**src/rtl/stw_pkg.sv**
```systemverilog
package stw_pkg;
   typedef enum logic [1:0] {
      ST_IDLE   = 2'd0,
      ST_CLEAR  = 2'd1,
      ST_WRITE  = 2'd2,
      ST_COMMIT = 2'd3
   } stw_state_e;

   typedef enum logic {
      PH_CLEAR = 1'b0,
      PH_WRITE = 1'b1
   } stw_phase_e;
endpackage

```
**src/rtl/stw_phase_timer.sv**
```systemverilog
module stw_phase_timer
   import stw_pkg::*;
#(
   parameter int CLR_CYC = 12,
   parameter int WR_CYC  = 20
) (
   input  logic       clk,
   input  logic       rst_n,
   input  logic       load_i,
   input  stw_phase_e phase_i,
   output logic       expired_o,
   output logic       fresh_o
);
   localparam int MAXC = (CLR_CYC > WR_CYC) ? CLR_CYC : WR_CYC;
   localparam int CW   = (MAXC > 2) ? $clog2(MAXC) : 1;
   localparam logic [CW-1:0] CLR_LD = CW'(CLR_CYC - 1);
   localparam logic [CW-1:0] WR_LD  = CW'(WR_CYC - 1);

   logic [CW-1:0] cnt_q;
   logic          fresh_q;

   initial begin
      assert (CLR_CYC >= 2) else $error("CLR_CYC must be at least 2");
      assert (WR_CYC >= 2) else $error("WR_CYC must be at least 2");
   end

   always_ff @(posedge clk) begin
      if (!rst_n) begin
         cnt_q   <= '0;
         fresh_q <= 1'b0;
      end else begin
         fresh_q <= load_i;
         if (load_i) begin
            cnt_q <= (phase_i == PH_CLEAR) ? CLR_LD : WR_LD;
         end else if (cnt_q != '0) begin
            cnt_q <= cnt_q - 1'b1;
         end
      end
   end

   assign expired_o = (cnt_q == '0);
   assign fresh_o   = fresh_q;

   // a freshly loaded phase never ends in its first cycle
   a_r2_load_not_expired: assert property (@(posedge clk) disable iff (!rst_n)
      load_i |=> !expired_o);
endmodule

```
**src/rtl/stw_addr_seq.sv**
```systemverilog
module stw_addr_seq #(
   parameter int ADDR_W = 8
) (
   input  logic              clk,
   input  logic              rst_n,
   input  logic              load_i,
   input  logic [ADDR_W-1:0] start_i,
   input  logic              step_i,
   output logic [ADDR_W-1:0] addr_o,
   output logic              last_o
);
   localparam logic [ADDR_W-1:0] LAST_ADDR = {ADDR_W{1'b1}};

   logic [ADDR_W-1:0] addr_q;

   initial begin
      assert (ADDR_W >= 1 && ADDR_W <= 16) else $error("ADDR_W out of range");
   end

   always_ff @(posedge clk) begin
      if (!rst_n) begin
         addr_q <= '0;
      end else if (load_i) begin
         addr_q <= start_i;
      end else if (step_i && addr_q != LAST_ADDR) begin
         addr_q <= addr_q + 1'b1;
      end
   end

   assign addr_o = addr_q;
   assign last_o = (addr_q == LAST_ADDR);

   // the fill moves to the next higher address on each step
   a_r9_ascending_step: assert property (@(posedge clk) disable iff (!rst_n)
      (step_i && !load_i && !last_o) |=> (addr_o == $past(addr_o) + 1'b1));
endmodule

```
**src/rtl/stw_status_drv.sv**
```systemverilog
module stw_status_drv #(
   parameter bit DO_PIPE = 1'b0
) (
   input  logic clk,
   input  logic rst_n,
   input  logic busy_i,
   input  logic start_i,
   input  logic end_i,
   input  logic cs_n_i,
   input  logic bit_stb_i,
   input  logic di_i,
   output logic do_o,
   output logic do_oe_o
);
   logic done_q;
   logic oe_c;
   logic val_c;
   logic release_c;

   assign release_c = done_q && !busy_i && !cs_n_i && bit_stb_i && di_i;

   always_ff @(posedge clk) begin
      if (!rst_n) begin
         done_q <= 1'b0;
      end else if (start_i) begin
         done_q <= 1'b0;
      end else if (end_i) begin
         done_q <= 1'b1;
      end else if (release_c) begin
         done_q <= 1'b0;
      end
   end

   assign oe_c  = !cs_n_i && (busy_i || done_q);
   assign val_c = !busy_i;

   generate
      if (DO_PIPE) begin : g_pipe
         logic do_q;
         logic oe_q;
         always_ff @(posedge clk) begin
            if (!rst_n) begin
               do_q <= 1'b0;
               oe_q <= 1'b0;
            end else begin
               do_q <= val_c;
               oe_q <= oe_c;
            end
         end
         assign do_o    = do_q;
         assign do_oe_o = oe_q;
      end else begin : g_comb
         assign do_o    = val_c;
         assign do_oe_o = oe_c;
      end
   endgenerate

   // the end of a cycle shows ready on the data line when selected
   a_r5_ready_after_end: assert property (@(posedge clk) disable iff (!rst_n)
      end_i |=> (cs_n_i || (oe_c && val_c)));

   // a clocked-in '1' releases the line
   a_r5_release_on_one: assert property (@(posedge clk) disable iff (!rst_n)
      (release_c && !start_i) |=> !oe_c || busy_i);
endmodule

```
**src/rtl/selftimed_write_ctrl.sv**
```systemverilog
module selftimed_write_ctrl
   import stw_pkg::*;
#(
   parameter int ADDR_W  = 8,
   parameter int DATA_W  = 16,
   parameter int CLR_CYC = 12,
   parameter int WR_CYC  = 20,
   parameter bit DO_PIPE = 1'b0
) (
   input  logic              clk,
   input  logic              rst_n,
   input  logic              wr_req_i,
   input  logic              wr_all_i,
   input  logic [ADDR_W-1:0] wr_addr_i,
   input  logic [DATA_W-1:0] wr_data_i,
   input  logic              abort_i,
   input  logic              cs_n_i,
   input  logic              bit_stb_i,
   input  logic              di_i,
   output logic              rdy_o,
   output logic              do_o,
   output logic              do_oe_o,
   output logic              mem_we_o,
   output logic [ADDR_W-1:0] mem_addr_o,
   output logic [DATA_W-1:0] mem_wdata_o
);
   localparam logic [DATA_W-1:0] ERASED = {DATA_W{1'b1}};

   stw_state_e        state_q;
   logic              sweep_q;
   logic [DATA_W-1:0] data_q;
   logic              busy;
   logic              accept;
   logic              expired;
   logic              fresh;
   logic              last;
   logic              more;
   logic              tmr_load;
   stw_phase_e        tmr_phase;
   logic              step;
   logic              cycle_end;
   logic [ADDR_W-1:0] cur_addr;

   initial begin
      assert (DATA_W >= 1 && DATA_W <= 64) else $error("DATA_W out of range");
   end

   assign busy      = (state_q != ST_IDLE);
   assign accept    = !busy && wr_req_i && !abort_i;
   assign more      = sweep_q && !last;
   assign step      = (state_q == ST_COMMIT) && more && !abort_i;
   assign tmr_load  = accept
                    || ((state_q == ST_CLEAR) && expired && !abort_i)
                    || step;
   assign tmr_phase = (state_q == ST_CLEAR) ? PH_WRITE : PH_CLEAR;
   assign cycle_end = busy && (abort_i || ((state_q == ST_COMMIT) && !more));

   always_ff @(posedge clk) begin
      if (!rst_n) begin
         state_q <= ST_IDLE;
         sweep_q <= 1'b0;
         data_q  <= '0;
      end else begin
         unique case (state_q)
            ST_IDLE: begin
               if (accept) begin
                  state_q <= ST_CLEAR;
                  sweep_q <= wr_all_i;
                  data_q  <= wr_data_i;
               end
            end
            ST_CLEAR: begin
               if (abort_i)      state_q <= ST_IDLE;
               else if (expired) state_q <= ST_WRITE;
            end
            ST_WRITE: begin
               if (abort_i)      state_q <= ST_IDLE;
               else if (expired) state_q <= ST_COMMIT;
            end
            ST_COMMIT: begin
               if (abort_i || !more) state_q <= ST_IDLE;
               else                  state_q <= ST_CLEAR;
            end
            default: state_q <= ST_IDLE;
         endcase
      end
   end

   stw_phase_timer #(
      .CLR_CYC (CLR_CYC),
      .WR_CYC  (WR_CYC)
   ) u_timer (
      .clk       (clk),
      .rst_n     (rst_n),
      .load_i    (tmr_load),
      .phase_i   (tmr_phase),
      .expired_o (expired),
      .fresh_o   (fresh)
   );

   stw_addr_seq #(
      .ADDR_W (ADDR_W)
   ) u_addr (
      .clk     (clk),
      .rst_n   (rst_n),
      .load_i  (accept),
      .start_i (wr_all_i ? '0 : wr_addr_i),
      .step_i  (step),
      .addr_o  (cur_addr),
      .last_o  (last)
   );

   stw_status_drv #(
      .DO_PIPE (DO_PIPE)
   ) u_status (
      .clk       (clk),
      .rst_n     (rst_n),
      .busy_i    (busy),
      .start_i   (accept),
      .end_i     (cycle_end),
      .cs_n_i    (cs_n_i),
      .bit_stb_i (bit_stb_i),
      .di_i      (di_i),
      .do_o      (do_o),
      .do_oe_o   (do_oe_o)
   );

   assign rdy_o       = !busy;
   assign mem_we_o    = ((state_q == ST_CLEAR) && fresh)
                      || ((state_q == ST_COMMIT) && !abort_i);
   assign mem_addr_o  = cur_addr;
   assign mem_wdata_o = (state_q == ST_COMMIT) ? data_q : ERASED;

   // an accepted request turns busy and starts with a clear write
   a_r1_accept_goes_busy: assert property (@(posedge clk) disable iff (!rst_n)
      (!busy && wr_req_i && !abort_i) |=> (!rdy_o && mem_we_o && mem_wdata_o == ERASED));

   // abort while busy shows ready on the next cycle
   a_r6_abort_to_ready: assert property (@(posedge clk) disable iff (!rst_n)
      (busy && abort_i) |=> rdy_o);

   // no data is committed in a cycle where abort is high
   a_r7_no_commit_on_abort: assert property (@(posedge clk) disable iff (!rst_n)
      (mem_we_o && abort_i) |-> (mem_wdata_o == ERASED));

   // a request blocked by abort leaves the block idle
   a_r8_blocked_request: assert property (@(posedge clk) disable iff (!rst_n)
      (!busy && abort_i) |=> (rdy_o && !mem_we_o));
endmodule

```
**config.mk**
```make
export PLATFORM = sky130hd
export DESIGN_NAME = selftimed_write_ctrl
export DESIGN_NICKNAME = d
export VERILOG_FILES = /design/src/rtl/stw_pkg.sv /design/src/rtl/stw_phase_timer.sv /design/src/rtl/stw_addr_seq.sv /design/src/rtl/stw_status_drv.sv /design/src/rtl/selftimed_write_ctrl.sv
export SDC_FILE = /design/constraint.sdc
export NUM_CORES = 1
export LEC_CHECK = 0
export ABC_AREA = 1
export BUFFER_PORTS_ARGS = -buffer_cell sky130_fd_sc_hd__buf_2
export CAP_MARGIN = 20
export CELL_PAD_IN_SITES_DETAIL_PLACEMENT = 0
export CELL_PAD_IN_SITES_GLOBAL_PLACEMENT = 1
export CORE_MARGIN = 3
export CORE_UTILIZATION = 34
export DETAILED_ROUTE_END_ITERATION = 8
export PLACE_DENSITY_LB_ADDON = 0.1
export SLEW_MARGIN = 20
export SYNTH_ARGS = -nofsm -noshare
export SYNTH_HDL_FRONTEND = slang
export SYNTH_SLANG_ARGS = --single-unit
export TNS_END_PERCENT = 30
```
**constraint.sdc**
```tcl
create_clock -name clk -period 1.5 [get_ports clk]
set_input_delay 0.075 -clock clk [delete_from_list [all_inputs] [get_ports clk]]
set_output_delay 0.075 -clock clk [all_outputs]
set_load 0.02 [all_outputs]
```
==> results of run 1 <==
-- power by group --
part | switching [uW] | internal [uW]
Combinational | 1040 | 716
Sequential | 160 | 1140
Clock | 319 | 497
Total | 1520 | 2350
-- per-stage QoR --
step	power [uW]	hold slack, ns
after floorplan	2440	0.217
after global routing	4220	0.0318
after CTS	3810	0.0168
after global placement	2960	0.309
final	3870	0.0263
after detailed placement	2960	0.317
-- timing repair --
action | CTS | global route
hold buffers | 0 | 0
pin swaps | 0 | 4
setup endpoints to repair | 12 | 27
setup buffers | 0 | 4
gates resized for setup | 4 | 13
hold endpoints to repair | 0 | 0
-- final timing paths --
path	start	to	slack, ns	depth (start not counted)
setup / recovery	state_q[1]$_SDFFE_PN0P_	mem_we_o	0.06	6
hold / removal	wr_data_i[10]	data_q[10]$_SDFFE_PN0P_	0.03	3
setup reg to reg	u_addr.addr_o[0]$_SDFFE_PN0P_	u_addr.addr_o[5]$_SDFFE_PN0P_	0.11	9
hold reg to reg	data_q[11]$_SDFFE_PN0P_	data_q[11]$_SDFFE_PN0P_	0.47	2
-- worst max-delay path, cell delays in order, from the launching register on --
cell,delay [ns]
dfxtp_4,0.37
buf_4,0.15
nor2_2,0.12
buf_4,0.13
nand2_1,0.05
o21ai_0,0.07
buf_2,0.21
-- sequential cells by signal (all words and copies together), names as in the netlist --
signal           flops
u_timer.cnt_q        5
data_q              16
state_q              2
u_status.done_q      1
u_addr.addr_o        8
sweep_q              1
u_timer.fresh_o      1
-- final cells by class --
cell class	instances	area (sq um)	area share (%)
Sequential cell	34	696	28.4
Timing Repair Buffer	78	442	18.0
Inverter	23	88.8	3.62
Tap cell	67	83.8	3.42
Clock inverter	1	30.0	1.22
Clock buffer	7	76.3	3.11
Multi-Input combinational cell	209	1040	42.3
-- placed cells by master (no fill, tap or decap), drive strengths merged --
master,Yosys,final
or2,17,17
nand2,57,57
o21ai,25,25
inv,23,23
nor2,69,69
nand3b,3,3
ha,2,2
bufinv,0,1
dfxtp,34,34
clkbuf,5,7
nand3,22,22
buf,4,78
nand4,4,4
o211ai,1,1
nor3,1,1
a21oi,8,8
-- kinds of logic (layout without fill, tap and decap cells) --
family / after synthesis / count (layout) / share of synthesized area, %
buf+inv: 32 / 109 / 7.71
flops: 34 / 34 / 37.4
simple gates: 173 / 173 / 44.0
compound gates: 34 / 34 / 9.50
fa+ha+maj: 2 / 2 / 1.38
-- metal layers --
metal | global-route usage [%] | routed length, um
met1 | 20.3 | 2190
met2 | 26.8 | 2290
met3 | 3.97 | 209
met4 | 5.84 | 99
met5 | 0 | 0
==> results.json, run 1 <==
{
  "dp_hpwl_um": 3560,
  "row_count": 25,
  "synth_ff_type": "dfxtp_1",
  "clock_sinks": 34,
  "layout_setup_ws_ns": 0.0589,
  "crit_required_ns": 1.42,
  "instances_no_fill": 419,
  "die_width_um": 79.1,
  "setup_tns_ns": 0,
  "power.density_nw_per_um2": 1580,
  "cts_inserted_buffers": 5,
  "synth_commonest_cells": "nor2_1 (63), nand2_1 (53), dfxtp_1 (34)",
  "synthArstFlopShare_pct": 0,
  "status": "complete, no violations",
  "end_kind": "output pin",
  "ys_seq_area_share_pct": 37.4,
  "vias": 1898,
  "peakVddDrop_v": 0.000615,
  "area_growth_pct": 35.0,
  "max_clock_freq_mhz": 694,
  "drtAntennaViolNets": 0,
  "route.detailed.drc": 0,
  "drive_above_1_share_pct": 35.5,
  "root_buffer": "clkbuf_8",
  "crit_fanout": 4,
  "avgSynthCellArea_sq_um": 6.61,
  "drt_wl_total_um": 4800,
  "vias_per_cell": 4.53,
  "core-area_sq_um": 4940,
  "pin_count": 60,
  "ys_types": 24,
  "fin_area_sq_um": 2450,
  "htreeDepth": 2,
  "p_leak_uw": 0.00116,
  "synthesis.nets": 309,
  "placed_cells": 407,
  "yosysTopAreaCell": "dfxtp_1",
  "worstSetupPathType": "flop to output pin",
  "setup_viol": 0,
  "cts_max_path_buffers": 2,
  "final_nets": 385,
  "final_util_pct": 49.6,
  "globalplace.congestion": 0.768,
  "dieHeight_um": 79.1,
  "first_iter_violations": 95,
  "initial_utilization_pct": 36.8,
  "relSlewSlack_pct": 78.9,
  "finalHoldViolCount": 0,
  "drt_first_pass_iters": 4,
  "hold_class": "input port to flop",
  "cts_tree": "done",
  "avgRoutedWirePerCell_um": 11.4,
  "overflow": 0,
  "synth-seq-cells": 34,
  "antenna_found_initial": 0,
  "synth_top_area_share_pct": 37.4,
  "antenna_cells": 0,
  "grt_pass1_vias": 1752,
  "critPathLaunchType": "flop",
  "yosys_warnings": 0,
  "syn_area_sq_um": 1820,
  "cap_viol_max_count": 0,
  "period_minus_slack_ns": 1.44,
  "placed_cell_area_sq_um": 2260,
  "slew_viol_final": 0,
  "place_ws_ns": 0.0370,
  "grt_pass1_wl_um": 8050,
  "synth.most_common_cell": "nor2_1",
  "synth_edf_count": 0,
  "dieArea_sq_um": 6260,
  "cp.arrival_ns": 1.37,
  "grt_max_degree": 21,
  "clkLatencyLatePin_ns": 0.28,
  "clock_skew_ns": 0.00634,
  "synthCells": 275,
  "port_buffers": 59,
  "worst_slew_pin_slew_ns": 0.317,
  "n_fill_cell": 571,
  "synth.area.top_cells": "dfxtp_1 (37%), nor2_1 (13%), nand2_1 (11%)",
  "grt_use_total_pct": 16.2,
  "fin_crit_sh_pct": 96.1,
  "cts.clk_slew.worst_paths_ns": 0.07
}
No activity file was read; power rests on OpenSTA's default activity.
==> run 2, diff against run 1 <==
Settings changed: CORE_UTILIZATION 34 to 35, CTS_BUF_LIST from default to sky130_fd_sc_hd__clkbuf_2 sky130_fd_sc_hd__clkbuf_4 sky130_fd_sc_hd__clkbuf_8.
==> run 2 against run 1 <==
Against the previous run: fmax is 0.61% higher; routed wire length is 1.4% higher; sequential share of layout area is 0.64 points higher; setup slack better by 0.0087 ns; clock-buffer cell count is 2 lower; clock power is 20% lower; cell count is 1.2% lower; power is 6.4% lower.
==> results.json, run 2 (same netlist as run 1, synthesis figures left out) <==
{
  "avgRoutedWirePerCell_um": 11.8,
  "crit_required_ns": 1.42,
  "max_clock_freq_mhz": 698,
  "instances_no_fill": 414,
  "worstSetupPathType": "flop to output pin",
  "min_path_cells": 3,
  "largest_register": "data_q",
  "cts_tree": "done",
  "holdPathEnd": "data_q[10]$_SDFFE_PN0P_",
  "hp-start": "wr_data_i[10]",
  "crit_fanout": 12,
  "mostFrequentLayoutCells": "nor2_1 (62), buf_2 (58), nand2_1 (51), dfxtp_1 (29)",
  "n_fill_cell": 555,
  "r2r_end": "u_addr.addr_o[1]$_SDFFE_PN0P_",
  "row_count": 25,
  "grt_pass1_vias": 1795,
  "r2r_start": "u_addr.addr_o[0]$_SDFFE_PN0P_",
  "port_buffers": 59,
  "r2r_setup_slack_ns": 0.11,
  "dieHeight_um": 78.1,
  "clkLatencyLatePin_ns": 0.29,
  "dp_hpwl_um": 3530,
  "area_growth_pct": 32.2,
  "drt_wl_total_um": 4870,
  "grt_max_degree": 21,
  "peakVddDrop_v": 0.000580,
  "end_kind": "output pin",
  "power_switching_uw": 1510,
  "final_nets": 381,
  "critPathLaunchType": "flop",
  "first_iter_violations": 98,
  "period_minus_slack_ns": 1.43,
  "die_width_um": 78.1,
  "initial_utilization_pct": 37.3,
  "reg2regPathDepth": 9,
  "final_util_pct": 49.3,
  "root_buffer": "clkbuf_8",
  "cap_viol_max_count": 0,
  "p_leak_uw": 0.00113,
  "htreeDepth": 2,
  "hold_class": "input port to flop",
  "place_ws_ns": 0.0336,
  "p_seq_share_pct": 35.9,
  "power.internal_uw": 2110,
  "dieArea_sq_um": 6090,
  "finalHoldViolCount": 0,
  "setup.worst_path.start": "state_q[0]$_SDFFE_PN0P_",
  "clock_sinks": 34,
  "clkPwrFrac_pct": 17.9,
  "cts_max_path_buffers": 2,
  "drive_above_1_share_pct": 35.4,
  "antenna_found_initial": 0,
  "fin_crit_sh_pct": 95.5,
  "largest_reg_flops": 16,
  "slew_viol_final": 0,
  "route.detailed.drc": 0,
  "status": "complete, no violations",
  "rsz0062_at_grt": "yes",
  "hold_slack_ns": 0.0187,
  "clock_skew_ns": 0.00628,
  "vias": 1912,
  "power.density_nw_per_um2": 1510,
  "drt_first_pass_iters": 4,
  "core-area_sq_um": 4880,
  "layout_setup_ws_ns": 0.0676,
  "grt_pass1_wl_um": 8090,
  "worst_slew_pin_slew_ns": 0.323,
  "setup_viol": 0,
  "combPwrFrac_pct": 46.1,
  "relSlewSlack_pct": 78.4,
  "globalplace.congestion": 0.782,
  "drtAntennaViolNets": 0,
  "cp.arrival_ns": 1.36,
  "final_common_cell": "nor2_1",
  "cts.clk_slew.worst_paths_ns": 0.07,
  "antenna_cells": 0,
  "pin_count": 60,
  "overflow": 0,
  "placed_cells": 402,
  "p_sw_share_pct": 41.8,
  "cts_inserted_buffers": 5,
  "grt_use_total_pct": 16.5,
  "vias_per_cell": 4.62
}
-- run 2: cell types whose count changed in the layout (fill, tap and decap cells not counted) --
cell       delta
buf_2         -1
o21ai_1       +1
bufinv_16     -1
buf_6         +1
clkbuf_1      -2
dfxtp_2       +1
o21ai_0       -1
clkinv_2      +2
buf_4         -4
dfxtp_1       -1
-- run 2: area by class of cell --
type | instances | area, sq um | share of cell area [%]
multi-input cells | 209 | 1040 | 43.2
repair buffers | 74 | 418 | 17.4
clock inverters | 2 | 10.0 | 0.416
well taps | 67 | 83.8 | 3.49
inverters | 23 | 88.8 | 3.70
clock buffers | 5 | 68.8 | 2.86
flip-flops and latches | 34 | 697 | 29.0
-- run 2: worst max-delay path by stage --
stage               cells past startpoint                       endpoint  slack (ns)
global placement                        9  u_addr.addr_o[7]$_SDFFE_PN0P_        0.05
floorplan                               8  u_timer.cnt_q[1]$_SDFFE_PN0P_        0.09
finish                                  4                mem_wdata_o[11]        0.07
CTS                                     4                 mem_wdata_o[8]       0.002
detailed placement                      9  u_addr.addr_o[6]$_SDFFE_PN0P_        0.03
global route                            6                       mem_we_o       -0.01
-- run 2: power by group through the flow --
stage	registers (uW)	logic, uW	clock network [uW]
final	1300	1670	650
after global routing	1340	1900	712
after CTS	1290	1610	675
after detailed placement	1290	1600	0
after global placement	1290	1600	0
after floorplan	1310	1120	0
-- run 2: repair_timing --
item                                    CTS  global route
hold buffers                              0             0
pin swaps                                 0             4
resized for setup                         4            19
buffers inserted                          0             5
endpoints found under the setup margin   12            28
-- run 2: metal layers --
layer | wire length (um) | track usage [%]
met3 | 223 | 4.59
met4 | 59 | 5.24
met5 | 0 | 0
met2 | 2310 | 27.7
met1 | 2270 | 20.6
-- run 2: critical path: stages (launching register included) --
cell and delay (ns):
dfxtp_4 0.39, nand2_4 0.10, buf_6 0.15, or2_2 0.27, buf_2 0.16
-- run 2: through the flow --
| step | area (sq um) | power, uW | setup TNS (ns) |
|---|---|---|---|
| after global placement | 2220 | 2880 | 0 |
| after CTS | 2310 | 3570 | 0 |
| after detailed placement | 2220 | 2890 | 0 |
| after global routing | 2400 | 3950 | -0.0142 |
| final | 2400 | 3620 | 0 |
| after floorplan | 1820 | 2440 | 0 |
